--- src/rtl/pbit_pkg.sv ---
package pbit_pkg;

   // command bytes placed on data bits 7:0
   localparam logic [7:0] CMD_UNLOCK_A  = 8'hAA;
   localparam logic [7:0] CMD_UNLOCK_B  = 8'h55;
   localparam logic [7:0] CMD_SETUP     = 8'h60;
   localparam logic [7:0] CMD_PROG_OP   = 8'h68;
   localparam logic [7:0] CMD_ERASE_OP  = 8'h60;
   localparam logic [7:0] CMD_PROG_VFY  = 8'h48;
   localparam logic [7:0] CMD_ERASE_VFY = 8'h40;

   // low address field selecting the protection-bit operation
   localparam int         LOW_W     = 7;
   localparam logic [6:0] LOW_PROG  = 7'b0111010;
   localparam logic [6:0] LOW_ERASE = 7'b1111010;

   // step numbering inside one attempt
   localparam logic [2:0] STEP_FIRST = 3'd0;
   localparam logic [2:0] STEP_OP    = 3'd3;
   localparam logic [2:0] STEP_VFY   = 3'd4;
   localparam logic [2:0] STEP_READ  = 3'd5;

   typedef enum logic {
      OP_PROG  = 1'b0,
      OP_ERASE = 1'b1
   } pbit_op_e;

   typedef enum logic [1:0] {
      SQ_IDLE  = 2'd0,
      SQ_ISSUE = 2'd1,
      SQ_WAIT  = 2'd2
   } pbit_state_e;

endpackage

--- src/rtl/pbit_step_decode.sv ---
module pbit_step_decode
   import pbit_pkg::*;
#(
   parameter int ADDR_W    = 22,
   parameter int SECT_W    = 10,
   parameter int DATA_W    = 16,
   parameter int WORD_ADDR = 1
) (
   input  logic [2:0]        step,
   input  pbit_op_e          op,
   input  logic [SECT_W-1:0] sector,
   output logic [ADDR_W-1:0] addr,
   output logic [DATA_W-1:0] wdata,
   output logic              we
);

   localparam int PAD_W = ADDR_W - SECT_W - LOW_W;

   logic [ADDR_W-1:0] unlk_a;
   logic [ADDR_W-1:0] unlk_b;
   logic [ADDR_W-1:0] tgt_op;
   logic [ADDR_W-1:0] tgt_read;
   logic [LOW_W-1:0]  op_low;
   logic [7:0]        cmd;

   // unlock address pair depends on the bus addressing granularity
   generate
      if (WORD_ADDR != 0) begin : g_word
         assign unlk_a = ADDR_W'(12'h555);
         assign unlk_b = ADDR_W'(12'h2AA);
      end else begin : g_byte
         assign unlk_a = ADDR_W'(12'hAAA);
         assign unlk_b = ADDR_W'(12'h555);
      end
   endgenerate

   assign op_low   = (op == OP_ERASE) ? LOW_ERASE : LOW_PROG;
   assign tgt_op   = {sector, {PAD_W{1'b0}}, op_low};
   assign tgt_read = {sector, {PAD_W{1'b0}}, LOW_PROG};

   always_comb begin
      unique case (step)
         3'd0:      begin addr = unlk_a;   cmd = CMD_UNLOCK_A; end
         3'd1:      begin addr = unlk_b;   cmd = CMD_UNLOCK_B; end
         3'd2:      begin addr = unlk_a;   cmd = CMD_SETUP;    end
         STEP_OP:   begin addr = tgt_op;
                          cmd  = (op == OP_ERASE) ? CMD_ERASE_OP : CMD_PROG_OP; end
         STEP_VFY:  begin addr = tgt_op;
                          cmd  = (op == OP_ERASE) ? CMD_ERASE_VFY : CMD_PROG_VFY; end
         STEP_READ: begin addr = tgt_read; cmd = 8'h00; end
         default:   begin addr = '0;       cmd = 8'h00; end
      endcase
   end

   assign wdata = DATA_W'(cmd);
   assign we    = (step != STEP_READ);

endmodule

--- src/rtl/pbit_wait_timer.sv ---
module pbit_wait_timer #(
   parameter int CNT_W = 16
) (
   input  logic             clk,
   input  logic             rst_n,
   input  logic             load,
   input  logic [CNT_W-1:0] load_val,
   output logic             expired
);

   logic [CNT_W-1:0] cnt;

   always_ff @(posedge clk or negedge rst_n) begin
      if (!rst_n) begin
         cnt <= '0;
      end else if (load) begin
         cnt <= load_val;
      end else if (cnt != '0) begin
         cnt <= cnt - 1'b1;
      end
   end

   assign expired = (cnt == '0);

endmodule

--- src/rtl/pbit_retry_ctr.sv ---
module pbit_retry_ctr #(
   parameter int MAX_TRIES = 4
) (
   input  logic clk,
   input  logic rst_n,
   input  logic clear,
   input  logic bump,
   output logic last
);

   localparam int TW = $clog2(MAX_TRIES + 1);

   logic [TW-1:0] cnt;

   always_ff @(posedge clk or negedge rst_n) begin
      if (!rst_n) begin
         cnt <= '0;
      end else if (clear) begin
         cnt <= '0;
      end else if (bump) begin
         cnt <= cnt + 1'b1;
      end
   end

   assign last = (cnt == TW'(MAX_TRIES - 1));

endmodule

--- src/rtl/pbit_seq.sv ---
module pbit_seq
   import pbit_pkg::*;
#(
   parameter int ADDR_W        = 22,
   parameter int SECT_W        = 10,
   parameter int DATA_W        = 16,
   parameter int WORD_ADDR     = 1,
   parameter int CLK_MHZ       = 200,
   parameter int PROG_WAIT_US  = 100,
   parameter int ERASE_WAIT_US = 1200,
   parameter int MAX_TRIES     = 4
) (
   input  logic              clk,
   input  logic              rst_n,
   input  logic              req_valid,
   input  logic              req_erase,
   input  logic [SECT_W-1:0] req_sector,
   input  logic              req_preprog,
   output logic              busy,
   output logic              bus_req,
   output logic              bus_we,
   output logic [ADDR_W-1:0] bus_addr,
   output logic [DATA_W-1:0] bus_wdata,
   input  logic              bus_ack,
   input  logic [DATA_W-1:0] bus_rdata,
   output logic              done,
   output logic              fail,
   output logic              rej
);

   localparam int PROG_CYC  = CLK_MHZ * PROG_WAIT_US;
   localparam int ERASE_CYC = CLK_MHZ * ERASE_WAIT_US;
   localparam int MAX_CYC   = (PROG_CYC > ERASE_CYC) ? PROG_CYC : ERASE_CYC;
   localparam int CNT_W     = $clog2(MAX_CYC + 1);

   // elaboration-time parameter checks
   generate
      if (ADDR_W < SECT_W + 12) begin : g_bad_addr
         $error("pbit_seq: ADDR_W must leave 12 bits below the sector field");
      end
      if (DATA_W < 8) begin : g_bad_data
         $error("pbit_seq: DATA_W must hold an 8-bit command");
      end
      if (MAX_TRIES < 1) begin : g_bad_tries
         $error("pbit_seq: MAX_TRIES must be at least 1");
      end
      if (PROG_CYC < 1 || ERASE_CYC < 1) begin : g_bad_wait
         $error("pbit_seq: wait times must be at least one clock");
      end
   endgenerate

   pbit_state_e       st;
   logic [2:0]        step;
   pbit_op_e          op_q;
   logic [SECT_W-1:0] sect_q;
   logic              bit_ok;
   logic              tmr_load;
   logic              tmr_expired;
   logic [CNT_W-1:0]  tmr_val;
   logic              try_clear;
   logic              try_bump;
   logic              try_last;
   logic              accept;
   logic              unused_rdata;

   assign unused_rdata = ^bus_rdata[DATA_W-1:1];

   // pass polarity differs between set and clear
   assign bit_ok   = (op_q == OP_ERASE) ? ~bus_rdata[0] : bus_rdata[0];
   assign accept   = (st == SQ_IDLE) && req_valid && !(req_erase && !req_preprog);
   assign tmr_load = (st == SQ_ISSUE) && bus_ack && (step == STEP_OP);
   assign tmr_val  = (op_q == OP_ERASE) ? CNT_W'(ERASE_CYC - 1) : CNT_W'(PROG_CYC - 1);
   assign try_clear = accept;
   assign try_bump  = (st == SQ_ISSUE) && bus_ack && (step == STEP_READ) && !bit_ok;

   always_ff @(posedge clk or negedge rst_n) begin
      if (!rst_n) begin
         st     <= SQ_IDLE;
         step   <= STEP_FIRST;
         op_q   <= OP_PROG;
         sect_q <= '0;
         done   <= 1'b0;
         fail   <= 1'b0;
         rej    <= 1'b0;
      end else begin
         done <= 1'b0;
         fail <= 1'b0;
         rej  <= 1'b0;
         unique case (st)
            SQ_IDLE: begin
               if (req_valid) begin
                  if (req_erase && !req_preprog) begin
                     rej <= 1'b1;
                  end else begin
                     op_q   <= req_erase ? OP_ERASE : OP_PROG;
                     sect_q <= req_sector;
                     step   <= STEP_FIRST;
                     st     <= SQ_ISSUE;
                  end
               end
            end
            SQ_ISSUE: begin
               if (bus_ack) begin
                  if (step == STEP_OP) begin
                     st <= SQ_WAIT;
                  end else if (step == STEP_READ) begin
                     if (bit_ok) begin
                        done <= 1'b1;
                        st   <= SQ_IDLE;
                     end else if (try_last) begin
                        fail <= 1'b1;
                        st   <= SQ_IDLE;
                     end else begin
                        step <= STEP_FIRST;
                     end
                  end else begin
                     step <= step + 3'd1;
                  end
               end
            end
            SQ_WAIT: begin
               if (tmr_expired) begin
                  step <= STEP_VFY;
                  st   <= SQ_ISSUE;
               end
            end
            default: st <= SQ_IDLE;
         endcase
      end
   end

   pbit_step_decode #(
      .ADDR_W   (ADDR_W),
      .SECT_W   (SECT_W),
      .DATA_W   (DATA_W),
      .WORD_ADDR(WORD_ADDR)
   ) u_dec (
      .step  (step),
      .op    (op_q),
      .sector(sect_q),
      .addr  (bus_addr),
      .wdata (bus_wdata),
      .we    (bus_we)
   );

   pbit_wait_timer #(
      .CNT_W(CNT_W)
   ) u_tmr (
      .clk     (clk),
      .rst_n   (rst_n),
      .load    (tmr_load),
      .load_val(tmr_val),
      .expired (tmr_expired)
   );

   pbit_retry_ctr #(
      .MAX_TRIES(MAX_TRIES)
   ) u_try (
      .clk  (clk),
      .rst_n(rst_n),
      .clear(try_clear),
      .bump (try_bump),
      .last (try_last)
   );

   assign bus_req = (st == SQ_ISSUE);
   assign busy    = (st != SQ_IDLE);

endmodule

--- config.mk ---
export PLATFORM = sky130hd
export DESIGN_NAME = pbit_seq
export DESIGN_NICKNAME = d
export VERILOG_FILES = /design/src/rtl/pbit_pkg.sv /design/src/rtl/pbit_step_decode.sv /design/src/rtl/pbit_wait_timer.sv /design/src/rtl/pbit_retry_ctr.sv /design/src/rtl/pbit_seq.sv
export SDC_FILE = /design/constraint.sdc
export NUM_CORES = 1
export LEC_CHECK = 0
export ABC_AREA = 0
export CORE_MARGIN = 2
export CORE_UTILIZATION = 47
export CTS_CLUSTER_SIZE = 16
export DETAILED_ROUTE_END_ITERATION = 8
export GPL_TIMING_DRIVEN = 0
export PLACE_DENSITY = 0.84
export SYNTH_ARGS = -nofsm -noshare
export SYNTH_HDL_FRONTEND = slang
export SYNTH_SLANG_ARGS = --single-unit
--- constraint.sdc ---
create_clock -name clk -period 2.85 [get_ports clk]
set_input_delay 0.855 -clock clk [delete_from_list [all_inputs] [get_ports clk]]
set_output_delay 0.855 -clock clk [all_outputs]
set_load 0.01 [all_outputs]
==> results_dict.tcl <==
set metrics [dict create \
    status "complete, no violations" \
    crit_arrival_ns 1.87 \
    slowest_stage "clkdlybuf4s50_1" \
    synthCells 255 \
    clock_sinks 40 \
    clock.fmax_mhz 367 \
    dp_hpwl_um 3850 \
    place_ws_ns -0.0828 \
    drt_iter0_markers 143 \
    r2r_slack_ns 0.71 \
    postRouteWirelength_um 5420 \
    cts_tree "built" \
    tns_ns 0 \
    num_vias 2010 \
    powerDensity_nw_per_um2 1020 \
    fp.dieH_um 75.9 \
    drt.antenna.violating_nets 0 \
    cts.clk_slew.worst_paths_ns 0.07 \
    slew_headroom_pct 40.7 \
    hold_violations 0 \
    hold_class "flop to flop" \
    critPathTopFamily "buffers and inverters" \
    path_buf_inv 1 \
    crit_chain "nand2b_1, mux2_2, nor2b_1, clkdlybuf4s50_1" \
    dp.cells 384 \
    htree_levels 2 \
    slew_viol_final 0 \
    layout_common_cells "dfrtp_1 (38), clkdlybuf4s50_1 (38), nor2_1 (29)" \
    crit_required_ns 2.00 \
    drc 0 \
    ys_top_cells_by_area "dfrtp_1 (41%), buf_4 (5.6%), mux2_2 (5.1%), nor2_1 (4.5%), ha_1 (4.1%)" \
    synth-edff-count 0 \
    io_pins 76 \
    synthFlopType "dfrtp_1" \
    nNetsFinal 359 \
    place_congestion 0.787 \
    end_kind "output pin" \
    row_count 26 \
    tightest_slew_ns 0.890 \
    avgViaCountPerCell 5.17 \
    ys_async_sr_fraction_pct 100 \
    slowest_delay_ns 0.54 \
    cts_buffers 5 \
    coreArea_um2 5040 \
    synth_cell_types 48 \
    grt_pass1_vias 1906 \
    placed_cell_area_um2 3050 \
    num_antenna_cells 0 \
    clock_latency_ns 0.29 \
    ys_ff_latch 40 \
    synth_top_area_cell "dfrtp_1" \
    final_cell_area_um2 3190 \
    holdBufCountCts 0 \
    cts_buffer_depth 2 \
    synthToLayoutAreaGrowth_pct 31.3 \
    critPathKind "flop to output pin" \
    clock_skew_ns 0.00458 \
    overflow 0 \
    ys_seq_area_share_pct 41.2 \
    grt_pass1_wl_um 8710 \
    port_buffers 51 \
    cap_violations 0 \
    antenna_found_initial 0 \
    grt_max_degree 41 \
    cts_setup_buffers 0 \
    synth.avg_cell_area_um2 9.52 \
    peakVddDrop_mv 0.598 \
    firstDrtPassIters 4 \
    worst_setup_path_start_kind "flop" \
    setup_slack_ns 0.123 \
    die_area_um2 5760 \
    drive_gt1_share_pct 16.3 \
    setup_viol 0 \
    ys_warn_count 0 \
    synth.top_cell.area_share_pct 41.2 \
    die_w_um 75.9 \
    syn_area_um2 2430 \
    root_buffer "clkbuf_8" \
    wire_per_inst_um 13.9 \
    stdcell_count 389 \
    cp_max_fo 7 \
    p_leak_nw 1.40 \
    layout_min_cycle_time_ns 2.73 \
    initial_core_util_pct 48.2 \
    rsz0062_at_grt "no" \
    period_share_pct 95.7 \
    grt_util_all_layers_pct 20.1 \
]
==> cells by family after synthesis <==
kind of cell             after synthesis  share of synthesized area, %
buffers and inverters                 38                          8.66
multiplexers                          16                          7.21
AND/OR/NAND/NOR                       99                          22.5
flip-flops                            40                          41.2
adder cells (fa/ha/maj)                8                          4.12
other                                  1                         0.154
AO/OA/AOI/OAI                         39                          11.1
XOR/XNOR                              14                          5.05
==> stage by stage <==
| stage | hold slack [ns] | util, % | total power [mW] |
|---|---|---|---|
| global route | 0.516 | 63.3 | 3.49 |
| finish | 0.499 | 63.3 | 3.25 |
| CTS | 0.507 | 63.2 | 3.28 |
| global placement | 0.481 | 60.6 | 2.66 |
| detailed placement | 0.488 | 60.5 | 2.72 |
| floorplan | 0.473 | - | 2.00 |
==> per-layer routing <==
metal / part of all wire [%] / track usage (%) / wire length (um) / vias up
li1: - / - / - / 973
met1: 43 / 25.8 / 2310 / 957
met2: 49 / 32.7 / 2650 / 69
met3: 6.6 / 6.08 / 358 / 11
met4: 1.9 / 6.04 / 105 / 0
met5: 0 / 0 / 0 / -
==> repair_timing <==
| action | CTS | global route |
|---|---|---|
| endpoints found under the setup margin | 15 | 4 |
| gates resized for setup | 19 | 3 |
| cloned | 0 | 0 |
==> final cells by class <==
type	instances	area, um^2
plain buffers	25	169
clock buffers	5	68.8
clock inverters	2	60.1
fillers	400	1850
inverters	11	42.5
multi-input cells	185	1260
flip-flops and latches	40	1000
well taps	70	87.6
repair buffers	51	498
==> final timing paths <==
path                            from  cells after the start           end
max in group asynchronous      rst_n                      1       step[1]
min in group asynchronous      rst_n                      1  u_tmr.cnt[5]
setup reg to reg               st[1]                      8       step[1]
setup / recovery             step[2]                      4  bus_addr[21]
hold / removal             sect_q[4]                      1     sect_q[4]
hold reg to reg            sect_q[4]                      1     sect_q[4]
==> Yosys cell counts (2+ instances only) <==
library cell	instances
o21ai_0	9
o21ai_1	3
a211oi_1	2
nand2b_1	2
mux2i_1	4
nor3_1	10
clkbuf_1	9
and4b_1	2
nand3_1	6
xor2_1	6
or3_1	4
o2bb2ai_1	2
nand4_1	2
nor3_2	2
dfrtp_1	40
buf_4	18
a31oi_1	3
and2_1	3
a21oi_1	12
xnor2_1	8
ha_1	8
nor2b_1	12
mux2_2	11
nor2_1	29
nand2_1	16
inv_1	10
==> state kept, by name, summed over array words and instances, names as in the netlist <==
signal	flops
u_tmr.cnt	18
sect_q	10
step	3
u_try.cnt	3
st	2
done	1
fail	1
op_q	1
rej	1
==> where the power goes <==
group / leakage, nW / switching (mW) / internal, mW / total (mW)
logic: 0.857 / 0.798 / 0.930 / 1.73
registers: 0.477 / 0.207 / 0.780 / 0.987
clock network: 0.0642 / 0.196 / 0.345 / 0.540
(Power assumes the default switching activity.)
